### src/rtl/pmc_pkg.sv
package pmc_pkg;

  typedef enum logic [1:0] {
    PS_D0 = 2'd0,
    PS_D1 = 2'd1,
    PS_D2 = 2'd2,
    PS_D3 = 2'd3
  } pstate_e;

  localparam logic [7:0] CAP_ID_PM  = 8'h01;
  localparam logic [7:0] CAP_NEXT   = 8'h00;
  localparam logic [2:0] PM_VERSION = 3'b010;

  // Capability word: version, then optional-state support bits.
  function automatic logic [15:0] pm_cap_word(input bit d1_ok, input bit d2_ok);
    logic [15:0] w;
    w        = '0;
    w[2:0]   = PM_VERSION;
    w[9]     = d1_ok;
    w[10]    = d2_ok;
    return w;
  endfunction

endpackage

### src/rtl/pmc_decode.sv
module pmc_decode #(
  parameter int                ADDR_W   = 8,
  parameter logic [ADDR_W-1:0] PTR_OFS  = 'h34,
  parameter logic [ADDR_W-1:0] CAP_BASE = 'h40
) (
  input  logic [ADDR_W-1:0] addr,
  output logic              sel_ptr,
  output logic              sel_cap,
  output logic              sel_csr
);
  localparam logic [ADDR_W-1:0] CSR_OFS = CAP_BASE + ADDR_W'(4);

  logic [ADDR_W-3:0] dw_idx;
  logic              unused_lsb;

  assign dw_idx     = addr[ADDR_W-1:2];
  assign unused_lsb = ^addr[1:0];

  assign sel_ptr = (dw_idx == PTR_OFS[ADDR_W-1:2]);
  assign sel_cap = (dw_idx == CAP_BASE[ADDR_W-1:2]);
  assign sel_csr = (dw_idx == CSR_OFS[ADDR_W-1:2]);
endmodule

### src/rtl/pmc_pstate.sv
module pmc_pstate
  import pmc_pkg::*;
#(
  parameter bit D1_SUP = 1'b1,
  parameter bit D2_SUP = 1'b1
) (
  input  logic    clk,
  input  logic    rst_n,
  input  logic    wr_en,
  input  pstate_e wr_target,
  output pstate_e cur,
  output logic    deeper_ev,
  output logic    wake_ev
);
  logic supported;

  always_comb begin
    unique case (wr_target)
      PS_D1:   supported = D1_SUP;
      PS_D2:   supported = D2_SUP;
      default: supported = 1'b1;
    endcase
    deeper_ev = wr_en && supported && (wr_target > cur);
    wake_ev   = wr_en && (wr_target == PS_D0) && (cur != PS_D0);
  end

  always_ff @(posedge clk or negedge rst_n) begin
    if (!rst_n)                    cur <= PS_D0;
    else if (deeper_ev || wake_ev) cur <= wr_target;
  end
endmodule

### src/rtl/pmc_flag.sv
module pmc_flag (
  input  logic clk,
  input  logic rst_n,
  input  logic set,
  input  logic clr,
  output logic q
);
  always_ff @(posedge clk or negedge rst_n) begin
    if (!rst_n)   q <= 1'b0;
    else if (set) q <= 1'b1;
    else if (clr) q <= 1'b0;
  end
endmodule

### src/rtl/pmc_ctrl.sv
module pmc_ctrl
  import pmc_pkg::*;
#(
  parameter int                ADDR_W   = 8,
  parameter logic [ADDR_W-1:0] PTR_OFS  = 'h34,
  parameter logic [ADDR_W-1:0] CAP_BASE = 'h40,
  parameter bit                D1_SUP   = 1'b1,
  parameter bit                D2_SUP   = 1'b1
) (
  input  logic              clk,
  input  logic              rst_n,
  input  logic              req_valid,
  output logic              req_ready,
  input  logic              req_write,
  input  logic [ADDR_W-1:0] req_addr,
  input  logic [31:0]       req_wdata,
  input  logic [3:0]        req_be,
  output logic              rsp_valid,
  input  logic              rsp_ready,
  output logic [31:0]       rsp_rdata,
  output logic [1:0]        pwr_state,
  output logic              pd_irq,
  input  logic              pd_clr,
  output logic              rs_irq,
  input  logic              rs_clr
);
  localparam logic [15:0] CAP_WORD = pm_cap_word(D1_SUP, D2_SUP);

  logic    sel_ptr, sel_cap, sel_csr;
  logic    accept, rd_acc, st_wr;
  logic    deeper_ev, wake_ev;
  pstate_e cur;
  logic [31:0] rd_word;
  logic    unused_wdata;

  assign unused_wdata = ^{req_wdata[31:2], req_be[3:1]};

  pmc_decode #(
    .ADDR_W  (ADDR_W),
    .PTR_OFS (PTR_OFS),
    .CAP_BASE(CAP_BASE)
  ) u_dec (
    .addr   (req_addr),
    .sel_ptr(sel_ptr),
    .sel_cap(sel_cap),
    .sel_csr(sel_csr)
  );

  assign req_ready = !rsp_valid || rsp_ready;
  assign accept    = req_valid && req_ready;
  assign rd_acc    = accept && !req_write;
  assign st_wr     = accept && req_write && sel_csr && req_be[0];

  pmc_pstate #(
    .D1_SUP(D1_SUP),
    .D2_SUP(D2_SUP)
  ) u_ps (
    .clk      (clk),
    .rst_n    (rst_n),
    .wr_en    (st_wr),
    .wr_target(pstate_e'(req_wdata[1:0])),
    .cur      (cur),
    .deeper_ev(deeper_ev),
    .wake_ev  (wake_ev)
  );

  pmc_flag u_pd (.clk(clk), .rst_n(rst_n), .set(deeper_ev), .clr(pd_clr), .q(pd_irq));
  pmc_flag u_rs (.clk(clk), .rst_n(rst_n), .set(wake_ev),   .clr(rs_clr), .q(rs_irq));

  assign pwr_state = cur;

  always_comb begin
    rd_word = '0;
    if (sel_ptr)      rd_word = {{(32-ADDR_W){1'b0}}, CAP_BASE};
    else if (sel_cap) rd_word = {CAP_WORD, CAP_NEXT, CAP_ID_PM};
    else if (sel_csr) rd_word = {30'd0, cur};
  end

  always_ff @(posedge clk or negedge rst_n) begin
    if (!rst_n) begin
      rsp_valid <= 1'b0;
      rsp_rdata <= '0;
    end else if (rd_acc) begin
      rsp_valid <= 1'b1;
      rsp_rdata <= rd_word;
    end else if (rsp_ready) begin
      rsp_valid <= 1'b0;
    end
  end
endmodule

### config.mk
export PLATFORM = sky130hd
export DESIGN_NAME = pmc_ctrl
export DESIGN_NICKNAME = d
export VERILOG_FILES = /design/src/rtl/pmc_pkg.sv /design/src/rtl/pmc_decode.sv /design/src/rtl/pmc_pstate.sv /design/src/rtl/pmc_flag.sv /design/src/rtl/pmc_ctrl.sv
export SDC_FILE = /design/constraint.sdc
export NUM_CORES = 1
export LEC_CHECK = 0
export ABC_AREA = 0
export BUFFER_PORTS_ARGS = -buffer_cell sky130_fd_sc_hd__buf_4
export CORE_MARGIN = 5
export CORE_UTILIZATION = 28
export DETAILED_ROUTE_END_ITERATION = 10
export PLACE_DENSITY = 0.76
export SYNTH_ARGS = -nofsm -noshare
export SYNTH_HDL_FRONTEND = slang
export SYNTH_SLANG_ARGS = --single-unit
### constraint.sdc
create_clock -name clk -period 1.6 [get_ports clk]
set_input_delay 0.16 -clock clk [delete_from_list [all_inputs] [get_ports clk]]
set_output_delay 0.16 -clock clk [all_outputs]
set_load 0.02 [all_outputs]
-- Word-level counts from Yosys, hierarchy flattened
Index checks and enable logic that the tools add are counted.
- register bits after elaboration: 37
- latch bits: 0
- bits in writable memories: 0
- bits in read-only memories: 0
- bits of input ports: 51
- output and inout bits: 38
- memories kept: 0
- $add $sub $neg: 0
- multipliers: 0
- div/mod/pow operators: 0
- $lt $le $gt $ge: 1
- equality and inequality tests: 3
- shift-type cells: 0
- multiplexer cells: 9
- bitwise gates (word level): 0
- reduce and logical (&&, ||, !) cells: 17
- operator list (kind ; count):
    $mux W32 ; 1
    $mux W27 ; 1
    $eq A6 B5 Y1 const B ; 2
    $logic_and A1 B1 Y1 ; 8
    $reduce_bool A2 Y1 ; 4
    $eq A6 B4 Y1 const B ; 1
    $mux W1 ; 6
    $gt A2 B2 Y1 ; 1
    $logic_not A1 Y1 ; 2
    $logic_not A2 Y1 ; 1
    $logic_or A1 B1 Y1 ; 2
    $mux W2 ; 1

-- Longest topological paths before layout
- word-level depth: 9
- mapped depth: 6

-- Modules after synthesis
From an unflattened synthesis, not the netlist that was laid out.
- cells, all modules: 80
- area total of the unflattened synthesis: 755.7 µm²
- modules (own cells, without submodules) (module ; times used ; cells an instance ; area an instance (µm²) ; seq. area each (µm²)):
    pmc_ctrl ; 1 ; 49 ; 473.0 ; 125.1
    pmc_pstate ; 1 ; 19 ; 170.2 ; 50.0
    pmc_flag ; 2 ; 3 ; 36.3 ; 25.0
    pmc_decode ; 1 ; 6 ; 40.0 ; 0.0

-- Least setup slack after synthesis
Ideal clock, no wire load.
- path kind: register to register
- from: register u_ps.cur[1]
- to: register u_ps.cur[0]
- setup time: 0.128 ns
- arrival: 1.642 ns
- data required time: 1.472 ns
- slack: -0.169 ns
- cell stages (with the launch flop): 7
- path buffers: 0
- cells stage by stage: dfrtp_1 > inv_1 > ha_1 > nor2b_1 > o21ai_1 > a211oi_2 > mux2_1
- word-level cells in the longest chain between the ends: 3
- elaborated cells between the ends (all ways): 5
- those cells by class: order compare: 1; reduce/logical: 4
- RTL lines (element ; RTL line ; text):
    start, declared ; pmc_pstate.sv:11 ; output pstate_e cur,
    start signal, assigned ; pmc_pstate.sv:29 ; else if (deeper_ev || wake_ev) cur <= wr_target;
    $gt A2 B2 Y1 / $reduce_bool A2 Y1 (equally long branches) ; pmc_pstate.sv:23, pmc_pstate.sv:24 ;
    $logic_and A1 B1 Y1 (on tied branches) ; pmc_pstate.sv:23, pmc_pstate.sv:24 ;
    $logic_or A1 B1 Y1 * ; pmc_pstate.sv:29 ;
Mark *: on every way between the ends. The rest lies on a longest branch, timed or not.
A chain may end at the register's enable or synchronous reset.

-- Worst setup path after layout
Ends and elaborated chain as after synthesis.

==> results by group <==
Clock network
  • Clock slew at reported path FFs: 0.06 ns
  • CTS tree: done
  • H-tree depth: 1
  • Clock buffer depth: 2
  • Worst-Skew Late Latency: 0.26 ns
  • Clock Tree Root: clkbuf_4
  • Clock buffer count from CTS: 3
  • Sink Count: 9

Hold path
  • HP Class: in -> reg

Timing
  • Final Hold Vio Count: 0
  • RSZ-0062 raised after global routing: true
  • Final Max Tran Viols: 0
  • Final setup vio count: 0
  • Tcrit/Tclk final: 0.987
  • Fin Hold WS: 0.0808 ns
  • Clk_skew: 0.00300 ns
  • Setup slack after layout: 0.0207 ns
  • Sum Neg Setup Slack: 0 ns
  • Min Clock Period, post-route: 1.58 ns
  • Fmax: 0.633 GHz

Yosys
  • Top cell type's share of synthesized area: 0.333
  • Synth cell types: 25
  • Sequential area share after synthesis: 0.333
  • Number of synthesized register bits: 9
  • Synth Warn #: 0
  • Cell Area, Synth: 676 µm²
  • Dominant cells by area after synthesis: dfrtp_1 (33%), buf_4 (31%), ha_1 (3.7%)
  • Syn avg cell area: 9.38 µm²
  • Synth Instances: 72
  • Yosys top cell by area: dfrtp_1

Die
  • Die Span X: 59.1 µm
  • Num ports: 89
  • Core area: 0.00225 mm²
  • Starting Density: 0.300
  • Std cell rows: 17
  • Die area: 0.00350 mm²
  • Die H: 59.1 µm

Worst setup path
  • Worst r2r path cells: 6
  • Delay-heaviest family, CP: flip-flops
  • Worst path depth: 6
  • Critical path cell sequence: inv_2 -> ha_4 -> nor2b_4 -> o21ai_2 -> a211oi_2 -> mux2_4
  • CP required: 1.75 ns
  • Peak fanout along the critical path: 2
  • CP max stage delay: 0.37 ns
  • Crit Path Class: reg -> reg
  • Critical Path End: u_ps.cur[0]
  • Worst setup SP type: flop
  • Worst path bufs/invs: 1
  • Slack of the worst reg-to-reg path: 0.02 ns
  • Worst Path Arrival: 1.73 ns
  • Reg2Reg Capture Point: u_ps.cur[0]
  • Setup crit start: u_ps.cur[1]
  • CP Capture Type: flop
  • Worst reg2reg startpoint: u_ps.cur[1]
  • CP max stage cell: dfrtp_2

Job
  • Max Cap Viol: 0

Layout
  • Area Overhead vs Synth: 32.0%
  • Post-layout util: 0.396
  • Share of layout cells above drive strength 1: 0.419
  • ANT cells: 0
  • Layout Cells excl Fill: 133
  • Final nets: 159
  • Post-route cell area: 892 µm²

Route
  • Post-Route WL: 1.57 mm
  • Post-DR wirelength/cell: 11.8 µm
  • Drc violations: 0
  • Initial detailed-routing violation count: 10
  • DR vias/cell: 4.09
  • Pre-antenna DRT Iters: 4
  • DR vias: 544
  • ANT nets after route: 0

Placement
  • IO buf count: 27
  • RD Place Congestion: 0.804
  • Dpl ws: -0.0543 ns
  • Dpl cells: 127
  • Hpwl dp: 1.32 mm
  • Placed Area: 845 µm²

Pwr
  • Pwr Total: 0.590 mW
  • Leakage: 0.469 nW
  • Maximum VDD drop: 213 µV
  • Power density over the cells: 661 mW/mm²

Global routing
  • First-pass GRT wire length: 2.27 mm
  • GRT Resource Usage Total: 0.0879
  • Pin count of the biggest net entering global routing: 10
  • Initial antenna violation count: 0
  • Grt ovf: 0
  • Vias in the first global route: 515

Run status
  • Outcome: complete, no violations
==> state kept, by name, indices dropped and copies added (netlist names) <==
signal / count
u_ps.cur: 2
u_rs.q: 1
rsp_valid: 1
rsp_rdata: 4
u_pd.q: 1
==> area by class of cell <==
class / instances / area (µm²)
clock buffer: 4 / 26.3
inverter: 5 / 18.8
tap: 28 / 35.0
fill: 240 / 1360
timing repair buffer: 32 / 243
multi-input combinational: 55 / 343
sequential: 9 / 226
==> logic make-up (layout without fill, tap and decap cells) <==
group           after synthesis  count (layout)  synth area share
compound gates               10              10             0.130
simple gates                 16              16             0.139
flops                         9               9             0.333
fa+ha+maj                     2               2            0.0370
other cells                   1              26           0.00555
buf+inv                      33              41             0.339
mux                           1               1            0.0167
==> synthesized netlist by cell type (all sizes together) <==
library cell / count
buf: 28
dfrtp: 9
nand2: 6
inv: 5
ha: 2
nor2b: 2
o22ai: 2
o31ai: 2
a211oi: 1
a32o: 1
and3: 1
conb: 1
mux2: 1
nand2b: 1
nand3: 1
nand3b: 1
nand4b: 1
nor2: 1
nor4: 1
o211ai: 1
o21ai: 1
o32ai: 1
o41ai: 1
or2: 1
==> per-layer routing <==
| metal | vias to the layer above | part of all wire | track usage |
|---|---|---|---|
| li1 | 261 | - | - |
| met1 | 246 | 0.34 | 0.0902 |
| met2 | 33 | 0.49 | 0.150 |
| met3 | 4 | 0.15 | 0.0370 |
| met4 | 0 | 0.013 | 0.0485 |
| met5 | - | 0 | 0 |
==> repair_timing <==
item	4_1_cts	5_1_grt
pin swaps	1	0
endpoints found under the setup margin	1	1
endpoints found under the hold margin	9	0
buffers inserted	1	0
gates resized for setup	0	1
hold buffers	1	0
==> report_power, final <==
group          switching (mW)  leakage, nW  internal, mW
Clock                  0.0859       0.0150        0.0964
Combinational           0.110        0.335        0.0596
Sequential            0.00361        0.119         0.234
==> how the worst min path moves through the flow <==
stage	depth (start not counted)	end	startpoint
floorplan	0	rsp_rdata[0]	rst_n
global placement	1	u_rs.q	rst_n
detailed placement	1	u_pd.q	rst_n
CTS	2	u_pd.q	pd_clr
global route	2	u_pd.q	pd_clr
finish	2	u_pd.q	pd_clr
==> cells in the final DEF (no fill, tap or decap), drive strengths merged, types with 2 or more instances in the layout <==
cell type   n
nand2       6
buf        31
inv         5
o22ai       2
dfrtp       9
clkbuf      4
nor2b       2
conb       26
ha          2
o31ai       2
(Power assumes the default switching activity.)
